`src/rtl/i2cseq_pkg.sv`:
```
package i2cseq_pkg;

    typedef enum logic [3:0] {
        S_IDLE,
        S_SPC_SCL,
        S_SPC_SDA,
        S_STA_A,
        S_STA_B,
        S_STA_C,
        S_BIT_LO,
        S_BIT_HI,
        S_BYTE_END,
        S_STO_A,
        S_STO_B,
        S_STO_C
    } seq_state_e;

    typedef struct packed {
        logic special;   // line-control command
        logic illegal;   // refused encoding
        logic quit;      // end of list
        logic lvl_sda;   // requested SDA level (1 = released)
        logic lvl_scl;   // requested SCL level (1 = released)
        logic start;     // START before transfer
        logic rd;        // 1 = read
        logic use_buf;   // 1 = data port, 0 = internal register
        logic stop;      // STOP after transfer
        logic ack_last;  // acknowledge request on read
    } cmd_dec_t;

endpackage

```
`src/rtl/i2cseq_decode.sv`:
```
module i2cseq_decode
    import i2cseq_pkg::*;
(
    input  logic [7:0] cmd,
    output cmd_dec_t   dec
);
    logic is_spc;
    logic is_io;
    logic kill;

    always_comb begin
        is_spc = cmd[7] & cmd[6];
        is_io  = ~cmd[6];
        kill   = ~cmd[4];

        dec          = '0;
        dec.special  = is_spc;
        dec.quit     = cmd[0];
        dec.lvl_sda  = kill ? 1'b1 : cmd[3];
        dec.lvl_scl  = kill ? 1'b1 : cmd[2];
        dec.start    = cmd[7];
        dec.rd       = cmd[5];
        dec.use_buf  = cmd[4];
        dec.stop     = cmd[3];
        dec.ack_last = cmd[2];
        dec.illegal  = (~cmd[7] & cmd[6])
                     | (is_spc & (~cmd[1] | ~(cmd[4] | cmd[3] | cmd[2])))
                     | (is_io & (cmd[0] | (cmd[5] & ~cmd[4] & cmd[2])));
    end
endmodule

```
`src/rtl/i2cseq_timer.sv`:
```
module i2cseq_timer #(
    parameter int W = 16
) (
    input  logic         clk,
    input  logic         rst_n,
    input  logic         run,
    input  logic [W-1:0] div,
    output logic         tick
);
    logic [W-1:0] cnt;

    assign tick = run && (cnt >= div);

    always_ff @(posedge clk or negedge rst_n) begin
        if (!rst_n) begin
            cnt <= '0;
        end else if (!run || tick) begin
            cnt <= '0;
        end else begin
            cnt <= cnt + 1'b1;
        end
    end

    // after a tick the next phase needs at least one more cycle
    p_tick_gap_r12: assert property (@(posedge clk) disable iff (!rst_n)
        (tick && div != '0) |=> !tick);
endmodule

```
`src/rtl/i2c_cmd_seq.sv`:
```
module i2c_cmd_seq
    import i2cseq_pkg::*;
#(
    parameter int DIV_W = 16
) (
    input  logic             clk,
    input  logic             rst_n,
    input  logic             cmd_valid,
    input  logic [7:0]       cmd_byte,
    output logic             cmd_ready,
    input  logic [7:0]       wr_data,
    output logic [7:0]       rd_data,
    output logic             rd_valid,
    output logic [7:0]       reg_q,
    input  logic [DIV_W-1:0] half_div,
    output logic             busy,
    output logic             done,
    output logic             err,
    output logic             nack,
    output logic             scl_oe,
    output logic             sda_oe,
    input  logic             sda_in
);
    localparam int NBITS = 8;
    localparam int BCW   = $clog2(NBITS + 2);
    localparam logic [BCW-1:0] LASTB = BCW'(NBITS);

    seq_state_e       st, nx;
    cmd_dec_t         dec, cq;
    logic             tick;
    logic             lo_first;
    logic [BCW-1:0]   bitn;
    logic [NBITS-1:0] sh;
    logic [NBITS-1:0] reg_r;
    logic             scl_r, sda_r;
    logic             bit_level;
    logic             entering_lo;

    i2cseq_decode u_dec (
        .cmd (cmd_byte),
        .dec (dec)
    );

    i2cseq_timer #(.W(DIV_W)) u_tmr (
        .clk   (clk),
        .rst_n (rst_n),
        .run   (st != S_IDLE),
        .div   (half_div),
        .tick  (tick)
    );

    assign cmd_ready = (st == S_IDLE);
    assign busy      = (st != S_IDLE);
    assign scl_oe    = ~scl_r;
    assign sda_oe    = ~sda_r;
    assign reg_q     = reg_r;

    // level put on SDA during the low phase of the current bit
    always_comb begin
        if (bitn < LASTB) begin
            bit_level = cq.rd ? 1'b1 : sh[NBITS-1];
        end else begin
            bit_level = cq.rd ? ~(cq.ack_last | ~cq.stop) : 1'b1;
        end
    end

    // next-state logic
    always_comb begin
        nx = st;
        unique case (st)
            S_IDLE: begin
                if (cmd_valid && !dec.illegal) begin
                    if (dec.special)    nx = S_SPC_SCL;
                    else if (dec.start) nx = S_STA_A;
                    else                nx = S_BIT_LO;
                end
            end
            S_SPC_SCL:  if (tick) nx = S_SPC_SDA;
            S_SPC_SDA:  if (tick) nx = S_IDLE;
            S_STA_A:    if (tick) nx = S_STA_B;
            S_STA_B:    if (tick) nx = S_STA_C;
            S_STA_C:    if (tick) nx = S_BIT_LO;
            S_BIT_LO:   if (tick) nx = S_BIT_HI;
            S_BIT_HI:   if (tick) nx = (bitn == LASTB) ? S_BYTE_END : S_BIT_LO;
            S_BYTE_END: if (tick) nx = cq.stop ? S_STO_A : S_IDLE;
            S_STO_A:    if (tick) nx = S_STO_B;
            S_STO_B:    if (tick) nx = S_STO_C;
            S_STO_C:    if (tick) nx = S_IDLE;
            default:    nx = S_IDLE;
        endcase
    end

    assign entering_lo = ((nx == S_BIT_LO) && (st != S_BIT_LO))
                      || ((nx == S_BYTE_END) && (st != S_BYTE_END));

    // state register
    always_ff @(posedge clk or negedge rst_n) begin
        if (!rst_n) st <= S_IDLE;
        else        st <= nx;
    end

    // outputs and datapath
    always_ff @(posedge clk or negedge rst_n) begin
        if (!rst_n) begin
            scl_r    <= 1'b1;
            sda_r    <= 1'b1;
            cq       <= '0;
            sh       <= '0;
            reg_r    <= '0;
            bitn     <= '0;
            lo_first <= 1'b0;
            err      <= 1'b0;
            done     <= 1'b0;
            rd_valid <= 1'b0;
            rd_data  <= '0;
            nack     <= 1'b0;
        end else begin
            done     <= 1'b0;
            rd_valid <= 1'b0;
            lo_first <= entering_lo;
            unique case (st)
                S_IDLE: begin
                    if (cmd_valid) begin
                        cq  <= dec;
                        err <= dec.illegal;
                        if (!dec.illegal) begin
                            if (dec.special) begin
                                scl_r <= dec.lvl_scl;
                            end else begin
                                bitn <= '0;
                                sh   <= dec.use_buf ? wr_data : reg_r;
                                if (dec.start) sda_r <= 1'b1;
                                else           scl_r <= 1'b0;
                            end
                        end
                    end
                end
                S_SPC_SCL: if (tick) sda_r <= cq.lvl_sda;
                S_SPC_SDA: if (tick) done <= cq.quit;
                S_STA_A:   if (tick) scl_r <= 1'b1;
                S_STA_B:   if (tick) sda_r <= 1'b0;
                S_STA_C:   if (tick) scl_r <= 1'b0;
                S_BIT_LO: begin
                    if (lo_first) sda_r <= bit_level;
                    if (tick)     scl_r <= 1'b1;
                end
                S_BIT_HI: begin
                    if (tick) begin
                        scl_r <= 1'b0;
                        bitn  <= bitn + 1'b1;
                        if (bitn < LASTB) begin
                            sh <= {sh[NBITS-2:0], sda_in};
                        end else if (cq.rd) begin
                            if (cq.use_buf) begin
                                rd_data  <= sh;
                                rd_valid <= 1'b1;
                            end else begin
                                reg_r <= sh;
                            end
                        end else begin
                            nack <= sda_in;
                        end
                    end
                end
                S_BYTE_END: begin
                    if (lo_first)          sda_r <= 1'b1;
                    if (tick && cq.stop)   sda_r <= 1'b0;
                end
                S_STO_A: if (tick) scl_r <= 1'b1;
                S_STO_B: if (tick) sda_r <= 1'b1;
                S_STO_C: ;
                default: ;
            endcase
        end
    end

    // SDA may rise under a high SCL on a transfer only for a requested STOP
    p_stop_needs_p_r11: assert property (@(posedge clk) disable iff (!rst_n)
        (scl_r && $past(scl_r) && $rose(sda_r) && !cq.special) |-> cq.stop);

    // a refused command leaves the FSM idle and the lines untouched
    p_illegal_no_bus_r6: assert property (@(posedge clk) disable iff (!rst_n)
        (cmd_valid && cmd_ready && dec.illegal) |=>
            (cmd_ready && err && $stable(scl_r) && $stable(sda_r)));

    // a legal command makes the block busy on the next cycle
    p_accept_busy_r13: assert property (@(posedge clk) disable iff (!rst_n)
        (cmd_valid && cmd_ready && !dec.illegal) |=> busy);

    // done only follows the last step of a line-control command
    p_done_after_special_r3: assert property (@(posedge clk) disable iff (!rst_n)
        done |-> ($past(st) == S_SPC_SDA && cmd_ready));

    // SDA stays put while SCL is high inside a data bit
    p_sda_steady_hi_r8: assert property (@(posedge clk) disable iff (!rst_n)
        (st == S_BIT_HI && $past(st) == S_BIT_HI) |-> $stable(sda_r));
endmodule

```
`config.mk`:
```
export PLATFORM = sky130hd
export DESIGN_NAME = i2c_cmd_seq
export DESIGN_NICKNAME = d
export VERILOG_FILES = /design/src/rtl/i2cseq_pkg.sv /design/src/rtl/i2cseq_decode.sv /design/src/rtl/i2cseq_timer.sv /design/src/rtl/i2c_cmd_seq.sv
export SDC_FILE = /design/constraint.sdc
export NUM_CORES = 1
export LEC_CHECK = 0
export CORE_ASPECT_RATIO = 1.2
export CORE_MARGIN = 1.5
export CORE_UTILIZATION = 40
export CTS_CLUSTER_DIAMETER = 40
export DETAILED_ROUTE_END_ITERATION = 10
export PLACE_DENSITY = 0.66
export SYNTH_ARGS = -nofsm -noshare
export SYNTH_HDL_FRONTEND = slang
export SYNTH_SLANG_ARGS = --single-unit
```
`constraint.sdc`:
```
create_clock -name clk -period 2.7 [get_ports clk]
set_clock_uncertainty 0.15 [all_clocks]
set_input_delay 0.54 -clock clk [delete_from_list [all_inputs] [get_ports clk]]
set_output_delay 0.54 -clock clk [all_outputs]
set_load 0.01 [all_outputs]
```
-- Word-level counts from Yosys, hierarchy flattened
Cells that the tools add are included.
- logic and storage cells: 160
- flip-flop bits (word level): 61
- bitwise operators: 25
- add/sub/neg operators: 2
- order comparisons: 2
- multiplexer cells: 57
- reduce and logical (&&, ||, !) cells: 25
- equality and inequality tests: 30
- operators with widths (operator ; count):
    4-bit two-way mux ; 17
    8-bit two-way mux ; 6
    4-bit one-hot mux with 11 select lines ; 1
    1-bit two-way mux ; 26
    4-bit equality test, second input constant ; 6
    4-bit by 3-bit equality test with 1-bit output, second input constant ; 5
    2-bit inequality test, second input constant ; 10
    16-bit by 1-bit adder with 16-bit output, second input constant ; 1
    16-bit greater-or-equal comparator ; 1
    16-bit two-way mux ; 1
    8-bit one-hot mux with 2 select lines ; 1
    5-bit AND reduction ; 3
    1-bit NOT ; 12
    6-bit AND reduction ; 2
    10-bit AND reduction ; 1
    4-bit by 2-bit equality test with 1-bit output, second input constant ; 2
    4-bit one-hot mux with 2 select lines ; 1
    1-bit bitwise OR ; 7
    1-bit AND ; 6
    3-bit two-way mux ; 2
    1-bit one-hot mux with 6 select lines ; 1
    6-bit nonzero test ; 1
    1-bit logical AND ; 5
    4-bit by 1-bit adder with 4-bit output, second input constant ; 1
    18 further kinds ; 22

-- Longest topological paths before layout
- depth in word-level cells: 14
- mapped depth: 10
- depth with buffers taken out: 9

-- Hierarchy
From an unflattened synthesis, not the netlist that was laid out.
- cells, all modules: 367
- area total of the unflattened synthesis: 3628.5 µm²
- by module, submodules not included (module ; sequential area each (µm²) ; times used ; cells each ; area an instance (µm²)):
    i2c_cmd_seq ; 1128.6 ; 1 ; 225 ; 2372.3
    i2cseq_timer ; 400.4 ; 1 ; 128 ; 1154.9
    i2cseq_decode ; 0.0 ; 1 ; 14 ; 101.3

-- Worst setup path after synthesis
OpenSTA, ideal clock, no wires.
- path kind: input -> register
- from: in half_div[0]
- to: reg sh[6]
- data required time: 2.423 ns
- stages: 9
- path slack: -0.072 ns
- path buffers: 1
- arrival: 2.496 ns
- setup time: 0.127 ns
- path through: ha_1 -> nand2b_1 -> a2111o_1 -> a311oi_2 -> and2_4 -> buf_6 -> o31ai_4 -> a21boi_4 -> o2bb2a_1
- word-level cells in the longest chain between the ends: 4
- RTL lines (item ; line ; text):
    start: declaration ; i2c_cmd_seq.sv:15 ; input logic [DIV_W-1:0] half_div,
    16-bit greater-or-equal comparator ; i2cseq_timer.sv:12 ; assign tick = run && (cnt >= div);
    1-bit logical AND ; i2cseq_timer.sv:12 ;
    2-bit inequality test (no line) ; -- ;
    6-bit AND reduction (no line) ; -- ;
    end signal: assignment ; i2c_cmd_seq.sv:131 ; sh <= dec.use_buf ? wr_data : reg_r;
    end signal: assignment ; i2c_cmd_seq.sv:152 ; sh <= {sh[NBITS-2:0], sda_in};
    end: declaration ; i2c_cmd_seq.sv:33 ; logic [NBITS-1:0] sh;
Every way passes these cells.
A chain may end at the register's enable or synchronous reset.

-- Worst setup path after layout
- from: reg u_tmr.cnt[0]
- to: reg sh[6]
- word-level cells in the longest chain between the ends: 4
- RTL lines (item ; line ; text):
    start: declaration ; i2cseq_timer.sv:10 ; logic [W-1:0] cnt;
    start signal: assignment ; i2cseq_timer.sv:20 ; cnt <= cnt + 1'b1;
    16-bit greater-or-equal comparator ; i2cseq_timer.sv:12 ;
    1-bit logical AND ; i2cseq_timer.sv:12 ;
    2-bit inequality test (no line) ; -- ;
    6-bit AND reduction (no line) ; -- ;
Every way passes these cells.

==> reports/qor.txt <==
fill cell count = 735
period utilisation layout = 0.9850
Synth top cells by count = dfrtp_1, inv_1, mux2_2, nor2_1
worst vdd ir = 0.3110 mV
die width = 88.36 um
power density cells = 560.7 nW/um2
DR iter-0 viols = 303
Area Overhead vs Synth = 46.19%
die area = 9315 um2
Final Setup Violations = 0
leading area contributor after synthesis = dfrtp_1
Synth top area share = 0.4222
hpwl dp = 6359 um
min-delay worst type = input pin to async pin
Initial Util = 0.4105
Cell Area, Synth = 3497 um2
yosys warns = 0
final wirelength = 9089 um
Gate Count Post-Synth = 345
Reg clk slew, reported paths = 0.07 ns
Synth area leaders = dfrtp_1, mux2_2, ha_1, inv_1, nor2_1
Diodes inserted = 0
syn nets = 400
Psw = 0.0008413 W
IO Port Bufs = 59
largest net degree at the start of global routing = 42
Flop pwr share = 0.411
Pleak = 2.339 nW
CTS H-tree depth = 3
WS Path Type = flip-flop to flip-flop
internal cell power = 0.002025 W
critical path endpoint category = flip-flop
placed inst area = 4507 um2
drt wl/cell = 15.92 um
row count = 37
RSZ-0062 raised after global routing = true
RD Place Congestion = 0.8540
status = finished, final reports clean
syn avg cell area = 10.14 um2
fraction of layout cells with a size suffix above 1 = 0.3436
CTS root buffer = clkbuf_8
DRT Pass-1 Iters = 4
grt ovf = 0
synthesized flop and latch total = 61
slew margin rel. = 0.6570
# IOs = 60
Final Cell Area = 5112 um2
maxcap violations = 0
Die Y-Extent = 105.4 um
first-pass GRT wire length = 15,060 um
switching share of power = 0.2935
CTS buffer count = 9
CTS sink cnt = 61
Unique masters post-synth = 65
initial antenna violation count = 0
Tot Pwr = 0.002867 W
vias = 3,034
nets@finish = 504
sequential element share of the synthesized area = 0.4372
Total GRT Usage = 0.2101
antenna-violating nets left = 0
Clk pwr share = 0.324
CTS tree = built
clk_lat worst skew = 0.34 ns
min Tclk post-route = 2.660 ns
Setup crit start kind = flip-flop
fmax = 0.3760 GHz
largest fanout on the critical path = 6
WP data arrival = 2.74 ns
Max Buffers Root-to-Sink = 2
vias in the first global route = 3,164
final slew viol count = 0
most common cell in the netlist = dfrtp_1
core area = 8518 um2
Vias/cell = 5.313
final count of hold timing violations = 0
EDFF count, synth = 0
Critical Path RT = 2.78 ns
ys flop type = dfrtp_1
DRC = 0
worst slew pin tran = 0.5146 ns
Synth async-reset ratio = 1.000
Comb pwr share = 0.265
what timing repair did:
action / 4_1_cts / 5_1_grt
pin swaps: 25 / 10
gates resized for setup: 67 / 12
endpoints found under the setup margin: 49 / 28
buffers inserted: 8 / 4
hold buffers: 0 / 0
critical path, stage by stage, from the launching register on:
cell	delay [ns]
dfrtp_1	0.34
inv_1	0.05
ha_1	0.26
nand2b_4	0.13
a2111o_1	0.40
a311oi_4	0.30
and2_4	0.25
buf_6	0.11
o31ai_4	0.07
a21boi_4	0.16
buf_6	0.15
o2bb2a_4	0.18
flip-flops by register name (all words and copies together) (netlist names), 4 cells and up:
| signal | flops |
|---|---|
| bitn | 4 |
| cq | 6 |
| rd_data | 8 |
| reg_q | 8 |
| sh | 8 |
| st | 4 |
| u_tmr.cnt | 16 |
area by class of cell:
cell class | count | area (um2) | share of cell area
Clock buffer | 13 | 158.9 | 0.03108
Clock inverter | 3 | 67.56 | 0.01322
Timing Repair Buffer | 106 | 968.4 | 0.1894
Sequential cell | 61 | 1529 | 0.2991
Tap cell | 117 | 146.4 | 0.02863
Inverter | 33 | 126.4 | 0.02472
Multi-Input combinational cell | 238 | 2116 | 0.4139
logic make-up after synthesis:
logic type	after synthesis	synth area share
buffers and inverters	46	0.05223
AND/OR/NAND/NOR	105	0.1581
flip-flops	61	0.4372
XOR/XNOR	14	0.03506
multiplexers	32	0.1023
AO/OA/AOI/OAI	67	0.1442
adder cells (fa/ha/maj)	20	0.07084
metal layers:
| layer | up-vias | global-route usage | part of all wire |
|---|---|---|---|
| met5 | - | 0 | 0 |
| met4 | 0 | 0.1071 | 0.026 |
| met3 | 18 | 0.03132 | 0.039 |
| met2 | 89 | 0.3517 | 0.50 |
| met1 | 1484 | 0.2583 | 0.43 |
| li1 | 1443 | - | - |
power by group through the flow:
stage	Sequential [W]	Clock [W]	Combinational (W)
floorplan	0.00115	0	0.000400
global placement	0.00117	0	0.000639
detailed placement	0.00118	0	0.000654
CTS	0.00117	0.000941	0.000752
global route	0.00119	0.000985	0.000845
finish	0.00118	0.000929	0.000760
layout by cell type (no fill, tap or decap), drive strengths merged, types with 12 or more instances in the layout:
master and count:
buf 48, clkbuf 14, clkdlybuf4s50 42, dfrtp 59, dlygate4sd2 12, ha 19
inv 33, mux2 30, nand2 21, nand3 12, nor2 31, o21ai 13
stage by stage:
stage               TNS [ns]  hold WS, ns  worst slack, ns  cells  utilization
global route         -0.1796      0.04263         -0.02684    571       0.6002
floorplan            -0.2681      0.09441         -0.04146    345            -
CTS                 -0.01758      0.02787         -0.01758    567       0.5924
detailed placement    -25.95       0.3400          -0.7074    543       0.5291
global placement      -23.79       0.3237          -0.6359    543       0.5291
finish                     0      0.02158          0.04041    571       0.6002
path summary, 6_finish.rpt:
path                       cells after the start         start    end  slack, ns
setup / recovery                              11  u_tmr.cnt[0]  sh[6]       0.04
hold / removal                                 1         rst_n   done       0.02
setup reg to reg                              11  u_tmr.cnt[0]  sh[6]       0.04
hold reg to reg                                2         sda_r  sda_r       0.34
max in group asynchronous                      2         rst_n  sda_r       1.74
min in group clk                               2         sda_r  sda_r       0.34
(Power assumes the default switching activity.)
